## src/rtl/tmr_pkg.sv

```systemverilog
package tmr_pkg;
    localparam int          DATA_W    = 32;
    localparam logic [1:0]  ADDR_MODE = 2'd0;
    localparam logic [1:0]  ADDR_CNT  = 2'd1;
    localparam logic [1:0]  ADDR_STAT = 2'd2;

    // mode register field positions (software visible)
    localparam int          FN_LSB    = 0;
    localparam int          FN_W      = 3;
    localparam int          IRQ_BIT   = 8;
    localparam int          CONT_BIT  = 10;
    localparam int          EN_BIT    = 12;
    localparam int          WDT_BIT   = 15;
    localparam int          KICK_LSB  = 24;
    localparam logic [7:0]  KICK_BYTE = 8'hA5;
    localparam logic [2:0]  FN_TIMER  = 3'd4;

    // count register: divider in the upper half, period in the lower half
    localparam int          PRE_LSB   = 16;
    localparam int          STAT_W    = 2;

    typedef struct packed {
        logic       wdt;
        logic       en;
        logic       cont;
        logic       irq;
        logic [2:0] fn;
    } mode_t;

    typedef enum logic [1:0] {
        ST_IDLE = 2'd0,
        ST_RUN  = 2'd1,
        ST_HOLD = 2'd2
    } tmr_state_e;
endpackage

```

## src/rtl/tmr_downcnt.sv

```systemverilog
module tmr_downcnt #(
    parameter int W = 16
) (
    input  logic         clk,
    input  logic         rst_n,
    input  logic         load,
    input  logic         step,
    input  logic [W-1:0] load_val,
    output logic         zero,
    output logic [W-1:0] val
);
    always_ff @(posedge clk or negedge rst_n) begin
        if (!rst_n) begin
            val <= '0;
        end else if (load) begin
            val <= load_val;
        end else if (step) begin
            if (val == '0) val <= load_val;
            else           val <= val - 1'b1;
        end
    end

    assign zero = (val == '0);
endmodule

```

## src/rtl/tmr_regs.sv

```systemverilog
module tmr_regs
    import tmr_pkg::*;
#(
    parameter int DIV_W = 16,
    parameter int PER_W = 16
) (
    input  logic              clk,
    input  logic              rst_n,
    input  logic              bus_wr,
    input  logic [1:0]        bus_addr,
    input  logic [DATA_W-1:0] bus_wdata,
    output logic [DATA_W-1:0] bus_rdata,
    input  logic              fire_tmr,
    input  logic              fire_wdt,
    output mode_t             mode_q,
    output logic              run_req,
    output logic [DIV_W-1:0]  presc_nxt,
    output logic [PER_W-1:0]  period_nxt,
    output logic              cnt_wr,
    output logic              kick,
    output logic [STAT_W-1:0] stat_q
);
    mode_t              mode_nxt;
    logic [DIV_W-1:0]   presc_q;
    logic [PER_W-1:0]   period_q;
    logic               mode_hit, cnt_hit, stat_hit, kick_byte;
    logic [STAT_W-1:0]  stat_set, stat_clr;

    assign mode_hit  = bus_wr && (bus_addr == ADDR_MODE);
    assign cnt_hit   = bus_wr && (bus_addr == ADDR_CNT);
    assign stat_hit  = bus_wr && (bus_addr == ADDR_STAT);
    assign kick_byte = (bus_wdata[KICK_LSB +: 8] == KICK_BYTE);
    assign kick      = mode_hit && kick_byte;
    assign cnt_wr    = cnt_hit;

    always_comb begin
        mode_nxt = mode_q;
        if (mode_hit && !kick_byte) begin
            mode_nxt.fn   = bus_wdata[FN_LSB +: FN_W];
            mode_nxt.irq  = bus_wdata[IRQ_BIT] & ~bus_wdata[WDT_BIT];
            mode_nxt.cont = bus_wdata[CONT_BIT];
            mode_nxt.en   = bus_wdata[EN_BIT];
            mode_nxt.wdt  = bus_wdata[WDT_BIT];
        end
    end

    assign run_req    = mode_nxt.en && (mode_nxt.fn == FN_TIMER);
    assign presc_nxt  = cnt_hit ? bus_wdata[PRE_LSB +: DIV_W] : presc_q;
    assign period_nxt = cnt_hit ? bus_wdata[0 +: PER_W]       : period_q;
    assign stat_set   = {fire_wdt, fire_tmr};
    assign stat_clr   = stat_hit ? bus_wdata[STAT_W-1:0] : '0;

    always_ff @(posedge clk or negedge rst_n) begin
        if (!rst_n) begin
            mode_q   <= '0;
            presc_q  <= '0;
            period_q <= '0;
            stat_q   <= '0;
        end else begin
            mode_q   <= mode_nxt;
            presc_q  <= presc_nxt;
            period_q <= period_nxt;
            stat_q   <= (stat_q & ~stat_clr) | stat_set;
        end
    end

    always_comb begin
        bus_rdata = '0;
        case (bus_addr)
            ADDR_MODE: begin
                bus_rdata[FN_LSB +: FN_W] = mode_q.fn;
                bus_rdata[IRQ_BIT]        = mode_q.irq;
                bus_rdata[CONT_BIT]       = mode_q.cont;
                bus_rdata[EN_BIT]         = mode_q.en;
                bus_rdata[WDT_BIT]        = mode_q.wdt;
            end
            ADDR_CNT: begin
                bus_rdata[PRE_LSB +: DIV_W] = presc_q;
                bus_rdata[0 +: PER_W]       = period_q;
            end
            ADDR_STAT: bus_rdata[STAT_W-1:0] = stat_q;
            default:   bus_rdata = '0;
        endcase
    end

    AST_WDT_MASKS_IRQ: assert property (@(posedge clk) disable iff (!rst_n)
        mode_q.wdt |-> !mode_q.irq);
    AST_FLAG_SET: assert property (@(posedge clk) disable iff (!rst_n)
        fire_tmr |=> stat_q[0]);
    AST_FLAG_CLEAR: assert property (@(posedge clk) disable iff (!rst_n)
        (stat_hit && bus_wdata[0] && !fire_tmr) |=> !stat_q[0]);
endmodule

```

## src/rtl/tmr_ctrl.sv

```systemverilog
module tmr_ctrl
    import tmr_pkg::*;
#(
    parameter int DIV_W = 16,
    parameter int PER_W = 16
) (
    input  logic             clk,
    input  logic             rst_n,
    input  logic             run_req,
    input  logic             cont_q,
    input  logic             wdt_q,
    input  logic [DIV_W-1:0] presc_nxt,
    input  logic [PER_W-1:0] period_nxt,
    input  logic             cnt_wr,
    input  logic             kick,
    output logic             fire_tmr,
    output logic             fire_wdt,
    output logic             wdt_rst
);
    tmr_state_e       st_q, st_d;
    logic             restart, ld, step, expire;
    logic             pre_zero, per_zero;
    logic [DIV_W-1:0] pre_val, pre_ld;
    logic [PER_W-1:0] per_val, per_ld;

    assign restart = cnt_wr || (kick && wdt_q);
    // one-based fields: value-1 with wrap makes 0 count 2**W clocks
    assign pre_ld  = presc_nxt - 1'b1;
    assign per_ld  = period_nxt - 1'b1;

    always_ff @(posedge clk or negedge rst_n) begin
        if (!rst_n) st_q <= ST_IDLE;
        else        st_q <= st_d;
    end

    always_comb begin
        st_d = st_q;
        unique case (st_q)
            ST_IDLE: if (run_req) st_d = ST_RUN;
            ST_RUN: begin
                if (!run_req)                      st_d = ST_IDLE;
                else if (restart)                  st_d = ST_RUN;
                else if (expire && !cont_q && !wdt_q) st_d = ST_HOLD;
            end
            ST_HOLD: begin
                if (!run_req)     st_d = ST_IDLE;
                else if (restart) st_d = ST_RUN;
            end
            default: st_d = ST_IDLE;
        endcase
    end

    always_comb begin
        ld       = run_req && ((st_q == ST_IDLE) || restart);
        step     = (st_q == ST_RUN) && !ld;
        expire   = step && pre_zero && per_zero;
        fire_tmr = expire && !wdt_q;
        fire_wdt = expire && wdt_q;
    end

    always_ff @(posedge clk or negedge rst_n) begin
        if (!rst_n) wdt_rst <= 1'b0;
        else        wdt_rst <= fire_wdt;
    end

    tmr_downcnt #(.W(DIV_W)) u_pre (
        .clk(clk), .rst_n(rst_n), .load(ld), .step(step),
        .load_val(pre_ld), .zero(pre_zero), .val(pre_val)
    );

    tmr_downcnt #(.W(PER_W)) u_per (
        .clk(clk), .rst_n(rst_n), .load(ld), .step(step && pre_zero),
        .load_val(per_ld), .zero(per_zero), .val(per_val)
    );

    AST_IDLE_FROZEN: assert property (@(posedge clk) disable iff (!rst_n)
        (st_q == ST_IDLE && st_d == ST_IDLE) |=> ($stable(per_val) && $stable(pre_val)));
    AST_HOLD_ONESHOT: assert property (@(posedge clk) disable iff (!rst_n)
        (st_q == ST_HOLD && $past(st_q) == ST_RUN) |-> $past(!cont_q && !wdt_q));
    AST_RST_FROM_WDT: assert property (@(posedge clk) disable iff (!rst_n)
        wdt_rst |-> ($past(wdt_q) && $past(st_q) == ST_RUN));
endmodule

```

## src/rtl/presc_wdog_timer.sv

```systemverilog
module presc_wdog_timer
    import tmr_pkg::*;
#(
    parameter int DIV_W = 16,
    parameter int PER_W = 16
) (
    input  logic              clk,
    input  logic              rst_n,
    input  logic              bus_wr,
    input  logic [1:0]        bus_addr,
    input  logic [DATA_W-1:0] bus_wdata,
    output logic [DATA_W-1:0] bus_rdata,
    output logic              evt_flag,
    output logic              irq,
    output logic              wdt_rst
);
    mode_t             mode_q;
    logic              run_req, cnt_wr, kick, fire_tmr, fire_wdt;
    logic [DIV_W-1:0]  presc_nxt;
    logic [PER_W-1:0]  period_nxt;
    logic [STAT_W-1:0] stat_q;

    tmr_regs #(.DIV_W(DIV_W), .PER_W(PER_W)) u_regs (
        .clk(clk), .rst_n(rst_n), .bus_wr(bus_wr), .bus_addr(bus_addr),
        .bus_wdata(bus_wdata), .bus_rdata(bus_rdata),
        .fire_tmr(fire_tmr), .fire_wdt(fire_wdt), .mode_q(mode_q),
        .run_req(run_req), .presc_nxt(presc_nxt), .period_nxt(period_nxt),
        .cnt_wr(cnt_wr), .kick(kick), .stat_q(stat_q)
    );

    tmr_ctrl #(.DIV_W(DIV_W), .PER_W(PER_W)) u_ctrl (
        .clk(clk), .rst_n(rst_n), .run_req(run_req),
        .cont_q(mode_q.cont), .wdt_q(mode_q.wdt),
        .presc_nxt(presc_nxt), .period_nxt(period_nxt),
        .cnt_wr(cnt_wr), .kick(kick),
        .fire_tmr(fire_tmr), .fire_wdt(fire_wdt), .wdt_rst(wdt_rst)
    );

    assign evt_flag = stat_q[0];
    assign irq      = stat_q[0] && mode_q.irq && !mode_q.wdt;

    AST_WDT_QUIET_IRQ: assert property (@(posedge clk) disable iff (!rst_n)
        wdt_rst |-> !irq);
endmodule

```

## config.mk

```make
export PLATFORM = sky130hd
export DESIGN_NAME = presc_wdog_timer
export DESIGN_NICKNAME = d
export VERILOG_FILES = /design/src/rtl/tmr_pkg.sv /design/src/rtl/tmr_downcnt.sv /design/src/rtl/tmr_regs.sv /design/src/rtl/tmr_ctrl.sv /design/src/rtl/presc_wdog_timer.sv
export SDC_FILE = /design/constraint.sdc
export NUM_CORES = 1
export LEC_CHECK = 0
export BUFFER_PORTS_ARGS = -buffer_cell sky130_fd_sc_hd__buf_2
export CAP_MARGIN = 10
export CORE_UTILIZATION = 47
export DETAILED_ROUTE_END_ITERATION = 8
export HOLD_SLACK_MARGIN = 0.02
export PLACE_DENSITY = 0.68
export SYNTH_ARGS = -nofsm -noshare
export SYNTH_HDL_FRONTEND = slang
export SYNTH_SLANG_ARGS = --single-unit
```

## constraint.sdc

```tcl
create_clock -name clk -period 4.8 [get_ports clk]
set_input_delay 0.72 -clock clk [delete_from_list [all_inputs] [get_ports clk]]
set_output_delay 0.72 -clock clk [all_outputs]
set_load 0.05 [all_outputs]
```

== Yosys cells after proc, flatten, opt, wreduce, memory -nomap -nowiden ==
Cells that the tools add are included.
Operators by class
  add/sub/neg operators: 4
  multipliers: 0
  divide/modulo/power cells: 0
  magnitude comparators: 0
  eq/ne operators: 9
  shift-type cells: 0
  muxes and demuxes: 28
  bitwise operators: 5
  reductions and logical operators: 30
Operators by type and width (count)
  $mux 16: 9
  $sub 16x1->16 const B: 4
  $logic_not 16->1: 2
  $logic_and 1x1->1: 17
  $mux 2: 8
  $pmux 2 s3: 2
  $pmux 1 s2: 5
  $eq 8x8->1 const B: 1
  $mux 6: 1
  $mux 5: 1
  $eq 2x1->1 const B: 2
  $eq 2x2->1 const B: 2
  $logic_not 1->1: 4
  $logic_not 2->1: 2
  $ne 4x4->1 const B: 1
  $reduce_bool 2->1: 2
  $eq 3x3->1 const B: 1
  $ne 3x3->1 const B: 1
  $reduce_and 3->1: 1
  $and 2x2->2: 1
  $logic_or 1x1->1: 2
  $mux 1: 2
  $ne 2x1->1 const B: 1
  $not 2->2: 1
  other kinds (3): 3
Word-level totals
  register bits after elaboration: 76
  latch bits: 0
  bits in writable memories: 0
  bits in read-only memories: 0
  bits of input ports: 37
  output and inout bits: 35
  logic and storage cells: 88
  memories: 0

== Depth between registers and ports, before layout ==
Gate-level depths: netlist (run 1).
  depth after elaboration: 17
  mapped depth: 13
  gate-level depth less buffers: 9

== By module ==
Synthesis (run 1) repeated with hierarchy kept, for this count alone.
Unflattened totals
  cells, all modules: 519
  area total of the unflattened synthesis: 5021.1 µm²
By module, submodules not included
  tmr_regs: times used 1, cells each 148, area an instance 1923.1 µm², seq. area each 1026.0 µm²
  tmr_downcnt at u_ctrl.u_per: times used 1, cells each 140, area an instance 1168.6 µm², seq. area each 400.4 µm²
  tmr_downcnt at u_ctrl.u_pre: times used 1, cells each 132, area an instance 1166.1 µm², seq. area each 400.4 µm²
  tmr_ctrl: times used 1, cells each 98, area an instance 754.5 µm², seq. area each 75.1 µm²
  presc_wdog_timer: times used 1, cells each 1, area an instance 8.8 µm², seq. area each 0.0 µm²

== Least setup slack after synthesis (run 1) ==
OpenSTA, ideal clock, no wires.
  path kind: input port to flip-flop
  start point: in bus_addr[1]
  end point: reg u_ctrl.u_per.val[14]
  library setup time: 0.123 ns
  arrival time: 3.061 ns
  required time: 4.677 ns
  setup slack: 1.617 ns
  cell stages on the path: 13
  path buffers: 4
  path through: clkbuf_1 -> nand3b_1 -> buf_2 -> buf_2 -> buf_2 -> mux2i_1 -> ha_1 -> nand2b_1 -> nor4_1 -> a41oi_1 -> nor3_1 -> xnor2_1 -> a2bb2oi_1
On the way
  cells in the longest elaborated chain, start to end: 11
  elaborated cells on any way between the ends: 22
  classes of those cells: 1 x add/sub; 2 x eq/ne; 5 x mux; 14 x reduce/logical
RTL lines
  start: declaration: RTL line presc_wdog_timer.sv:10  | input logic [1:0] bus_addr,
  parallel branches: the longest is 11 deep, another holds $sub 16x1->16
  end signal: assignment: RTL line tmr_downcnt.sv:16  | val <= load_val;
  end signal: assignment: RTL line tmr_downcnt.sv:18  | if (val == '0) val <= load_val;
  end signal: assignment: RTL line tmr_downcnt.sv:19  | else val <= val - 1'b1;
  end: declaration: RTL line tmr_downcnt.sv:10  | output logic [W-1:0] val
Parallel ways; which one is timed is not known. The select of a mux whose other input is x is not followed.
A chain may end at the register's enable or synchronous reset.

== Worst setup path after layout (run 1) ==
  start point: in bus_wdata[27]
  end point: reg u_ctrl.u_per.val[9]
On the way
  cells in the longest elaborated chain, start to end: 11
  elaborated cells on any way between the ends: 16
  classes of those cells: 2 x eq/ne; 2 x mux; 12 x reduce/logical
RTL lines
  start: declaration: RTL line presc_wdog_timer.sv:11  | input logic [DATA_W-1:0] bus_wdata,
  $eq 8x8->1 (*): RTL line tmr_regs.sv:32  | assign kick_byte = (bus_wdata[KICK_LSB +: 8] == KICK_BYTE);
  $logic_not 1->1: RTL line tmr_regs.sv:38  | if (mode_hit && !kick_byte) begin
  $logic_and 1x1->1: RTL line tmr_regs.sv:38
  $mux 6: RTL line tmr_regs.sv:38
  $eq 3x3->1: RTL line tmr_regs.sv:47  | assign run_req = mode_nxt.en && (mode_nxt.fn == FN_TIMER);
  $logic_and 1x1->1: RTL line tmr_regs.sv:47
  $logic_and 1x1->1 (*): RTL line tmr_ctrl.sv:54  | ld = run_req && ((st_q == ST_IDLE) || restart);
  $logic_not 1->1: RTL line tmr_ctrl.sv:55  | step = (st_q == ST_RUN) && !ld;
  $logic_and 1x1->1: RTL line tmr_ctrl.sv:55
  $logic_and 1x1->1: RTL line tmr_ctrl.sv:72  | .clk(clk), .rst_n(rst_n), .load(ld), .step(step && pre_zero),
  $reduce_bool 2->1 (no source line)
Mark *: on every way between the ends. The rest lies on a longest branch, timed or not.

==> flow_metrics.env, run 1 <==
export IMPL_status="complete, no violations"
export IMPL_drive_gt1_share_pct=18.0
export IMPL_p_int_mw=1.43
export IMPL_place_gp_congestion=0.912
export IMPL_numPortBuffers=71
export IMPL_sw_frac_of_total_pct=38.7
export IMPL_synth_cell_types=63
export IMPL_power_switching_uw=904
export IMPL_mostFrequentLayoutCells="nand2_1, dfrtp_1, buf_2, nor2_1"
export IMPL_fin_tns_setup_ps=0
export IMPL_crit_fanout=23
export IMPL_slew_headroom_pct=36.0
export IMPL_htree_num_levels=3
export IMPL_area_growth_pct=14.1
export IMPL_first_pass_iters=5
export IMPL_antenna_found_initial=0
export IMPL_cp_required_ps=5050
export IMPL_die_h_um=105
export IMPL_yosysTopAreaCell="dfrtp_1"
export IMPL_hold_slack_ps=520
export IMPL_post_drt_wl_per_cell_um=17.5
export IMPL_io_pins=72
export IMPL_cp_start_kind="input pin"
export IMPL_synth_main_ff_cell="dfrtp_1"
export IMPL_finalHoldViolations=0
export IMPL_share_comb_of_total_power_pct=31.8
export IMPL_fin_ws_ps=1470
export IMPL_synthTopCellsByArea="dfrtp_1, nand2_1, mux2i_1"
export IMPL_dpl_cell_area_um2=5420
export IMPL_multi_input_area_um2=2870
export IMPL_crit_type="in2reg"
export IMPL_yosys_warnings=0
export IMPL_ys_seq_elements=76
export IMPL_grt_total_usage_pct=25.9
export IMPL_hold_class="in2async"
export IMPL_routed_wl_um=13700
export IMPL_synth_seq_area_share_pct=38.4
export IMPL_postSynthCellCount=582
export IMPL_ff_latch_area_um2=1900
export IMPL_core_um2=10300
export IMPL_clk_path_buf_depth=2
export IMPL_start_util_pct=48.1
export IMPL_peakVddDrop_uv=211
export IMPL_dpl_hpwl_um=10000
export IMPL_cp_top_family="simple AND/OR/NAND/NOR gates"
export IMPL_rows=37
export IMPL_drc=0
export IMPL_post_cts_resized=0
export IMPL_crit_buf_inv=1
export IMPL_postCtsSetupRepairBufs=0
export IMPL_syn_area_um2=4950
export IMPL_cts_buffers=9
export IMPL_postLayoutCellArea_um2=5640
export IMPL_nets=689
export IMPL_final_cells=787
export IMPL_post_route_min_period_ps=3330
export IMPL_synth_edf_count=0
export IMPL_cts_root_buf="clkbuf_8"
export IMPL_grt_max_degree=77
export IMPL_cts_tree="built"
export IMPL_dieArea_um2=10900
export IMPL_dpl_worst_slack_ps=1180
export IMPL_vias=4636
export IMPL_synth_top_area_share_pct=38.4
export IMPL_utilization_pct=54.9
export IMPL_slowest_delay_ps=800
export IMPL_cpMaxStageDelayCell="or2_1"
export IMPL_fmax_ghz=0.301
export IMPL_dr_first_iter_drc_count=276
export IMPL_worstSetupEndpointType="flop"
export IMPL_slew_viol_final=0
export IMPL_timing_final_crit_share_pct=69.3
export IMPL_worst_pin_slew_ps=960
export IMPL_syn_area_per_cell_um2=8.50
export IMPL_final_common_cell="nand2_1"
export IMPL_cts_clk_slew_worst_paths_ps=90
export IMPL_ff2ff_setup_slack_ps=1950
export IMPL_grt_pass1_wl_um=22600
export IMPL_clock_latency_ps=350
export IMPL_powerDensity_nw_per_um2=414
export IMPL_worstReg2RegStart="u_ctrl.u_pre.val[4]"
export IMPL_finClkSkew_ps=11.9
export IMPL_maxCapViolCount=0
export IMPL_rsz0062_at_grt="false"
export IMPL_syn_num_nets=625
export IMPL_p_leak_nw=2.48
export IMPL_total_power_mw=2.33
export IMPL_grt_pass1_vias=4385
export IMPL_drtAntennaViolNets=0
export IMPL_fillers=976
export IMPL_die_x_um=105
export IMPL_arrival_ps=3580
export IMPL_seqPwrFrac_pct=44.2
export IMPL_placed_cells=771
export IMPL_grt_overflow=0
export IMPL_async_flop_share_pct=100
export IMPL_r2r_cells=6
export IMPL_antenna_cells=0
export IMPL_crit_chain="buf_2, and4bb_4, a2111oi_4, mux2i_1, or2_1, nand3_1, o21a_1"
export IMPL_via_per_inst=5.89
export IMPL_r2r_end="u_ctrl.u_pre.val[6]"
export IMPL_holdBufCountCts=0
export IMPL_p_clk_share_pct=24.0
export IMPL_setup_viol=0
export IMPL_cts_sinks=76
[worst max path at each step]
stage | cells past startpoint | endpoint | startpoint | slack (ps)
6_report | 7 | u_ctrl.u_per.val[9] | bus_wdata[27] | 1470
3_5_place_dp | 7 | u_ctrl.u_per.val[9] | bus_wdata[27] | 1180
5_1_grt | 7 | u_ctrl.u_per.val[9] | bus_wdata[27] | 1290
2_1_floorplan | 13 | u_ctrl.u_per.val[14] | bus_addr[1] | 1620
4_1_cts | 7 | u_ctrl.u_per.val[0] | bus_wdata[27] | 1530
3_3_place_gp | 7 | u_ctrl.u_pre.val[8] | bus_wdata[27] | 1270
[final cells by class]
| class | count | share of cell area [%] |
|---|---|---|
| clock buffers | 10 | 2.44 |
| repair buffers | 78 | 7.27 |
| multi-input cells | 462 | 50.8 |
| well taps | 136 | 3.01 |
| clock inverters | 6 | 1.55 |
| flip-flops and latches | 76 | 33.7 |
| inverters | 19 | 1.26 |
[sequential cells by signal, indices dropped and copies added, names as in the netlist]
register          count
u_regs.stat_q         2
u_ctrl.st_q           2
u_regs.period_q      16
u_regs.presc_q       16
u_ctrl.u_pre.val     16
u_regs.mode_q         7
u_ctrl.wdt_rst        1
u_ctrl.u_per.val     16
[routing by layer]
metal | GRT usage, % | wire length [µm]
met2 | 39.2 | 6190
met3 | 4.24 | 766
met1 | 38.0 | 6600
met5 | 0 | 0
met4 | 7.95 | 179
[power by group through the flow]
| stage | combinational (mW) | clock, mW | sequential, mW |
|---|---|---|---|
| final | 0.742 | 0.560 | 1.03 |
| after detailed placement | 0.733 | 0 | 1.03 |
| after CTS | 0.738 | 0.566 | 1.02 |
| after global placement | 0.717 | 0 | 1.03 |
| after floorplan | 0.559 | 0 | 0.977 |
| after global routing | 0.823 | 0.586 | 1.06 |
[cell usage after synthesis (all sizes together) (9+ instances only)]
cell type,instances
a21oi,21
a22oi,13
and2,26
buf,12
clkbuf,13
dfrtp,76
inv,19
mux2,10
mux2i,21
nand2,90
nand3,19
nor2,42
nor3,29
nor4,12
o21a,9
o21ai,30
or3,10
xnor2,12
xor2,15
[logic make-up (layout without fill, tap and decap cells)]
logic type	after synthesis	in the layout	synth area share [%]
AO/OA/AOI/OAI	119	119	16.2
flip-flops	76	76	38.4
multiplexers	31	31	6.52
buffers and inverters	44	113	3.67
AND/OR/NAND/NOR	279	279	28.8
adder cells (fa/ha/maj)	6	6	1.52
XOR/XNOR	27	27	4.78
Note: power is estimated with default switching activity, not from simulation.
==> inputs of run 2 (changes only) <==
PLACE_DENSITY = 0.7   (was 0.68)
clock period = 2.83 ns   (was 4.8 ns; I/O delays follow)
==> flow_metrics.env, run 2 (synthesis results as in run 1) <==
export IMPL_status="complete, no violations"
export IMPL_post_route_min_period_ps=2580
export IMPL_worst_pin_slew_ps=970
export IMPL_fin_tns_setup_ps=0
export IMPL_die_x_um=105
export IMPL_finClkSkew_ps=18.6
export IMPL_grt_pass1_vias=4339
export IMPL_share_comb_of_total_power_pct=33.3
export IMPL_crit_fanout=10
export IMPL_p_int_mw=2.37
export IMPL_p_leak_nw=2.56
export IMPL_setup_viol=0
export IMPL_drtAntennaViolNets=0
export IMPL_cp_start_kind="flop"
export IMPL_arrival_ps=2840
export IMPL_die_h_um=105
export IMPL_grt_pass1_wl_um=22400
export IMPL_fmax_ghz=0.388
export IMPL_io_pins=72
export IMPL_area_growth_pct=16.5
export IMPL_clk_path_buf_depth=2
export IMPL_core_um2=10300
export IMPL_cts_root_buf="clkbuf_8"
export IMPL_dpl_worst_slack_ps=268
export IMPL_holdBufCountCts=0
export IMPL_timing_final_crit_share_pct=91.1
export IMPL_sw_frac_of_total_pct=39.5
export IMPL_dr_first_iter_drc_count=326
export IMPL_grt_busiest_layer="met2"
export IMPL_post_drt_wl_per_cell_um=17.3
export IMPL_cts_sinks=76
export IMPL_grt_overflow=0
export IMPL_crit_type="reg2reg"
export IMPL_grt_max_degree=77
export IMPL_numPortBuffers=71
export IMPL_clock_latency_ps=370
export IMPL_antenna_found_initial=0
export IMPL_dpl_hpwl_um=10300
export IMPL_power_switching_mw=1.55
export IMPL_total_power_mw=3.92
export IMPL_post_cts_resized=0
export IMPL_vias=4704
export IMPL_antenna_cells=0
export IMPL_dieArea_um2=10900
export IMPL_utilization_pct=56.1
export IMPL_htree_num_levels=3
export IMPL_place_gp_congestion=0.946
export IMPL_grt_total_usage_pct=26.2
export IMPL_start_util_pct=48.1
export IMPL_final_common_cell="nand2_1"
export IMPL_powerDensity_nw_per_um2=680
export IMPL_cts_buffers=9
export IMPL_hold_slack_ps=195
export IMPL_grt_use_met3_pct=4.05
export IMPL_maxCapViolCount=0
export IMPL_postCtsSetupRepairBufs=0
export IMPL_hold_class="in2async"
export IMPL_p_clk_share_pct=22.1
export IMPL_drc=0
export IMPL_cts_tree="built"
export IMPL_rsz0062_at_grt="false"
export IMPL_slew_viol_final=0
export IMPL_rows=37
export IMPL_slew_headroom_pct=35.4
export IMPL_cts_clk_slew_worst_paths_ps=90
export IMPL_nets=705
export IMPL_seqPwrFrac_pct=44.6
export IMPL_peakVddDrop_uv=336
export IMPL_first_pass_iters=5
export IMPL_fin_ws_ps=251
export IMPL_use_met2_pct=38.9
export IMPL_use_met1_pct=38.3
export IMPL_routed_wl_um=13900
export IMPL_mostFrequentLayoutCells="nand2_1, dfrtp_1, buf_2, nor2_1"
export IMPL_via_per_inst=5.86
export IMPL_drive_gt1_share_pct=19.8
export IMPL_finalHoldViolations=0
export IMPL_worstSetupEndpointType="flop"
export IMPL_cp_required_ps=3090
## run 2: metal layers
layer	routed length [µm]	vias up	share of wire [%]
li1	-	2261	-
met1	6500	2215	47
met2	6200	200	45
met3	883	28	6.3
met4	329	0	2.4
met5	0	-	0
## run 2: metrics by stage
step / cell area [µm²] / instances
floorplan: 4950 / 582
global placement: 5560 / 787
detailed placement: 5560 / 787
CTS: 5760 / 803
global route: 5760 / 803
finish: 5760 / 803
## run 2: worst paths after layout
check / from / endpoint / slack [ps] / cells after the start
max: u_ctrl.u_pre.val[4] / u_ctrl.u_per.val[15] / 250 / 6
min: rst_n / u_ctrl.u_per.val[2] / 190 / 1
max reg2reg: u_ctrl.u_pre.val[4] / u_ctrl.u_per.val[15] / 250 / 6
min reg2reg: u_regs.presc_q[15] / u_regs.presc_q[15] / 510 / 2
max in group asynchronous: rst_n / u_ctrl.st_q[1] / 1990 / 1
min in group clk: bus_wdata[4] / u_regs.period_q[4] / 330 / 3
## run 2: critical path, cell delays in order (launching register included)
cell and delay, ps:
dfrtp_1 450, or3_1 390, or4_4 520, or2_1 390
nor2_1 420, a31oi_1 160, a2bb2oi_1 150
## run 2: cell type report
type                    count  area (µm²)
repair buffers             94         556
fillers                   970        4510
clock inverters             5        58.8
well taps                 136         170
flip-flops and latches     76        1900
multi-input cells         462        2870
inverters                  19        71.3
clock buffers              11         141
## run 2: power groups by stage
stage / Clock [mW] / Combinational (mW) / Sequential [mW]
floorplan: 0 / 0.948 / 1.66
global placement: 0 / 1.27 / 1.74
detailed placement: 0 / 1.29 / 1.76
CTS: 0.884 / 1.30 / 1.74
global route: 0.927 / 1.44 / 1.80
finish: 0.867 / 1.31 / 1.75
